`config.mk`:
```
export PLATFORM = sky130hd
export DESIGN_NAME = serial_rx_store
export DESIGN_NICKNAME = d
export VERILOG_FILES = /design/src/rtl/serial_rx_store.sv
export SDC_FILE = /design/constraint.sdc
export NUM_CORES = 1
export LEC_CHECK = 0
export BUFFER_PORTS_ARGS = -buffer_cell sky130_fd_sc_hd__buf_2
export CAP_MARGIN = 20
export CORE_ASPECT_RATIO = 0.6
export CORE_UTILIZATION = 30
export CTS_BUF_LIST = sky130_fd_sc_hd__clkbuf_16
export DETAILED_ROUTE_END_ITERATION = 6
export PLACE_DENSITY = 0.54
export SLEW_MARGIN = 5
export SYNTH_ARGS = -nofsm -noshare
export SYNTH_HDL_FRONTEND = slang
export SYNTH_SLANG_ARGS = --single-unit
```
`constraint.sdc`:
```
create_clock -name clk -period 5.4 [get_ports clk]
set_clock_uncertainty 0.2 [all_clocks]
set_input_delay 1.08 -clock clk [delete_from_list [all_inputs] [get_ports clk]]
set_output_delay 1.08 -clock clk [all_outputs]
set_load 0.1 [all_outputs]
```
`src/rtl/serial_rx_store.sv`:
```
module serial_rx_store #(
  parameter int DEPTH    = 16,
  parameter int ENTRY_W  = 12,
  parameter int TRIG     = 1,
  parameter int MODE_BIT = 4
) (
  input  logic               clk,
  input  logic               rst_n,
  input  logic               push_i,
  input  logic [ENTRY_W-1:0] push_data_i,
  input  logic               brk_i,
  input  logic               rd_i,
  input  logic               lcr_we_i,
  input  logic [7:0]         lcr_wdata_i,
  output logic [ENTRY_W-1:0] rd_data_o,
  output logic [ENTRY_W-9:0] rsr_o,
  output logic [7:0]         flags_o,
  output logic [7:0]         lcr_o,
  output logic [$clog2(DEPTH+1)-1:0] level_o,
  output logic               ready_o,
  output logic               rx_irq_o
);
  localparam int PW = $clog2(DEPTH);
  localparam int CW = $clog2(DEPTH + 1);
  localparam logic [ENTRY_W-1:0] BRK_ENTRY = ENTRY_W'(1 << 10);

  logic [ENTRY_W-1:0] mem [DEPTH];
  logic [PW-1:0] rptr;
  logic [CW-1:0] level;
  logic [7:0]    lcr_q;
  logic          empty_q, full_q, irq_q;
  logic [ENTRY_W-9:0] rsr_q;

  wire          ring_on = lcr_q[MODE_BIT];
  wire [CW-1:0] cap     = ring_on ? CW'(DEPTH) : CW'(1);
  wire          do_rd   = rd_i & ~lcr_we_i;
  wire          do_put  = (push_i | brk_i) & ~rd_i & ~lcr_we_i & ready_o;
  wire [ENTRY_W-1:0] put_val = brk_i ? BRK_ENTRY : push_data_i;
  wire [PW-1:0] wslot    = rptr + level[PW-1:0];
  wire [CW-1:0] level_up = level + CW'(1);
  wire [CW-1:0] level_dn = (level != '0) ? level - CW'(1) : level;

  assign ready_o   = level < cap;
  assign rd_data_o = mem[rptr];
  assign rsr_o     = rsr_q;
  assign flags_o   = {1'b1, full_q, 1'b0, empty_q, 4'b0000};
  assign lcr_o     = lcr_q;
  assign level_o   = level;
  assign rx_irq_o  = irq_q;

  always_ff @(posedge clk) begin
    if (!rst_n) begin
      for (int i = 0; i < DEPTH; i++) mem[i] <= '0;
    end else if (do_put) begin
      mem[wslot] <= put_val;
    end
  end

  always_ff @(posedge clk) begin
    if (!rst_n) begin
      rptr    <= '0;
      level   <= '0;
      lcr_q   <= '0;
      empty_q <= 1'b1;
      full_q  <= 1'b0;
      irq_q   <= 1'b0;
      rsr_q   <= '0;
    end else if (lcr_we_i) begin
      if (lcr_wdata_i[MODE_BIT] != lcr_q[MODE_BIT]) begin
        rptr  <= '0;
        level <= '0;
      end
      lcr_q <= lcr_wdata_i;
    end else if (do_rd) begin
      full_q <= 1'b0;
      if (level != '0) begin
        level <= level_dn;
        rptr  <= rptr + PW'(1);
      end
      if (level_dn == '0) empty_q <= 1'b1;
      if (level_dn == CW'(TRIG - 1)) irq_q <= 1'b0;
      rsr_q <= rd_data_o[ENTRY_W-1:8];
    end else if (do_put) begin
      level   <= level_up;
      empty_q <= 1'b0;
      if (!ring_on || level_up == CW'(DEPTH)) full_q <= 1'b1;
      if (level_up == CW'(TRIG)) irq_q <= 1'b1;
    end
  end
endmodule


```
==> run metrics <==
met1 global-route usage 0.285; status complete, no violations; Synth cell types 53; Slew Limit Fails 0; Syn Area/Cell 13.4 sq um; Post-CTS Setup Inserts 0; post-DP HPWL 19500 um; Rel. slew slack 0.253; peak supply drop 0.158 mV; most frequent cells in the layout nor3_1, edfxtp_1, buf_2, mux4_2, buf_4; Post-DRT Antenna Nets 0; input/output buffers 58; Syn Inst Count 766; EDFF count, synth 192; first-pass GRT wire length 43800 um; met3 global-route usage 0.0542; max-cap violations 0; Final min period 4.29 ns; Starting DRT DRC Count 864; CP endpoint kind primary output; endpoints failing hold 0; Worst Tran Pin Value 1.11 ns; Total GRT Usage 0.169; gp weighted congestion 0.876; clock-pin slew on the worst setup and hold paths 0.06 ns; asr flop ratio synth 0; CP startpoint kind flop; area leader, netlist edfxtp_1; global route overflow 0; Resize count post-CTS 0; min-delay src rsr_o[2]$_SDFFE_PN0P_; GRT busiest layer met1; critical path data arrival time 3.01 ns; pin count of the biggest net entering global routing 53; Routed WL per cell 23.2 um; predominant post-synthesis flop cell edfxtp_1; H-tree Lvls 1; Synth-to-Final Area Change 14.1%; I/O pins 65; met2 Use GR 0.203; diode count 0; RSZ-0062 raised after global routing no; R2R Path Start level_o[1]$_SDFFE_PN0P_; Nets 818; Final Setup Violations 0; Power Density 334 nW/um^2; total CTS buffers 24; TritonCTS clock tree done; Area contributors post-synth edfxtp_1, mux4_2, nor3_1; vias per cell 5.39; Critical Path Fanout Max 44; detailed-route via count 6787; worst skew pair latency 0.53 ns; Fmax achieved 233 MHz; Data required, critical path 4.12 ns; drt pass-1 iters 5; worst min path class reg2reg; Finished Core Util 0.348; fraction of the yosys area taken by sequential cells 0.615; initial antenna violation count 1; vias in the first global route 6393; commonest non-fill, non-tap cell in the layout nor3_1; Cell Area, Synth 10300 sq um; synthesis-stage register bit count 220; # DRC 0; Post-CTS Hold Fix Bufs 0; core footprint 33700 sq um; # rows 52; TNS Setup 0 ns; class of the most critical setup path reg2out; Synth top area share 0.561; Leak 3.92 nW; Clock Path Buffers 3; Die Wd 241 um; chip height 145 um; Synthesis Warnings 0; CTS sink cnt 220; Initial Util 0.305; Die Area 35000 sq um; root buf cell clkbuf_16; layout cell share with drive strength beyond 1 0.236; ratio of final minimum period to clock period 0.794; FILL cells 3351; WL final 29300 um
cell families after synthesis:
kind of cell	synth area share
adder cells (fa/ha/maj)	0.0117
XOR/XNOR	0.00682
AO/OA/AOI/OAI	0.0388
multiplexers	0.131
buffers and inverters	0.0444
other	0.000731
flip-flops	0.615
AND/OR/NAND/NOR	0.151
through the flow:
stage               worst slack [ns]  hold WS (ns)  instances  cell area, sq um  power, W
finish                          1.11         0.259       1260             11700   0.00392
global route                   0.906         0.272       1260             11700   0.00404
CTS                             1.04         0.264       1257             11700   0.00395
detailed placement              1.41         0.256       1213             10900   0.00235
global placement                1.40         0.250       1210             10900   0.00234
floorplan                       1.17         0.243        770             10300   0.00224
Yosys cell counts (12+ instances only):
| master | instances |
|---|---|
| nor3_1 | 194 |
| edfxtp_1 | 192 |
| mux4_2 | 56 |
| clkbuf_1 | 46 |
| dfxtp_1 | 28 |
| buf_1 | 26 |
| nand2_1 | 26 |
| o21ai_0 | 26 |
| buf_2 | 20 |
| nor2b_1 | 17 |
| nand3_1 | 15 |
| nand2b_1 | 13 |
| nor2_1 | 12 |
registers in the layout (all words and copies together), names as in the netlist, named ones only:
register,cells
mem,192
lcr_o,8
rsr_o,4
rptr,4
rx_irq_o,1
level_o,5
empty_q,1
full_q,1
critical path: stages, from the launching register on:
cell,delay [ns]
dfxtp_4,0.94
mux4_2,0.68
mux4_2,0.54
buf_2,0.32
cell type report:
class                      count  area, sq um  share of cell area
multi-input combinational    443         3520               0.300
tap                          459          574              0.0490
clock buffer                  25          626              0.0533
sequential                   220         6330               0.540
inverter                       7         26.3             0.00224
timing repair buffer          87          519              0.0443
clock inverter                19          136              0.0116
routing by layer:
layer / share of wire / wire length [um]
met1: 0.50 / 14600
met2: 0.38 / 11100
met3: 0.11 / 3170
met4: 0.011 / 325
met5: 0 / 0
worst paths after layout:
path | to | slack (ns) | depth (start not counted)
max reg2reg | mem[2][10]$_SDFFCE_PN0P_ | 1.44 | 6
min reg2reg | rsr_o[2]$_SDFFE_PN0P_ | 0.26 | 2
max | rd_data_o[0] | 1.11 | 3
min | rsr_o[2]$_SDFFE_PN0P_ | 0.26 | 2
power breakdown:
part	switching, W	internal (W)
combinational	0.000283	0.0000903
clock	0.000676	0.000930
sequential	0.0000369	0.00190
No activity file was read; power rests on OpenSTA's default activity.
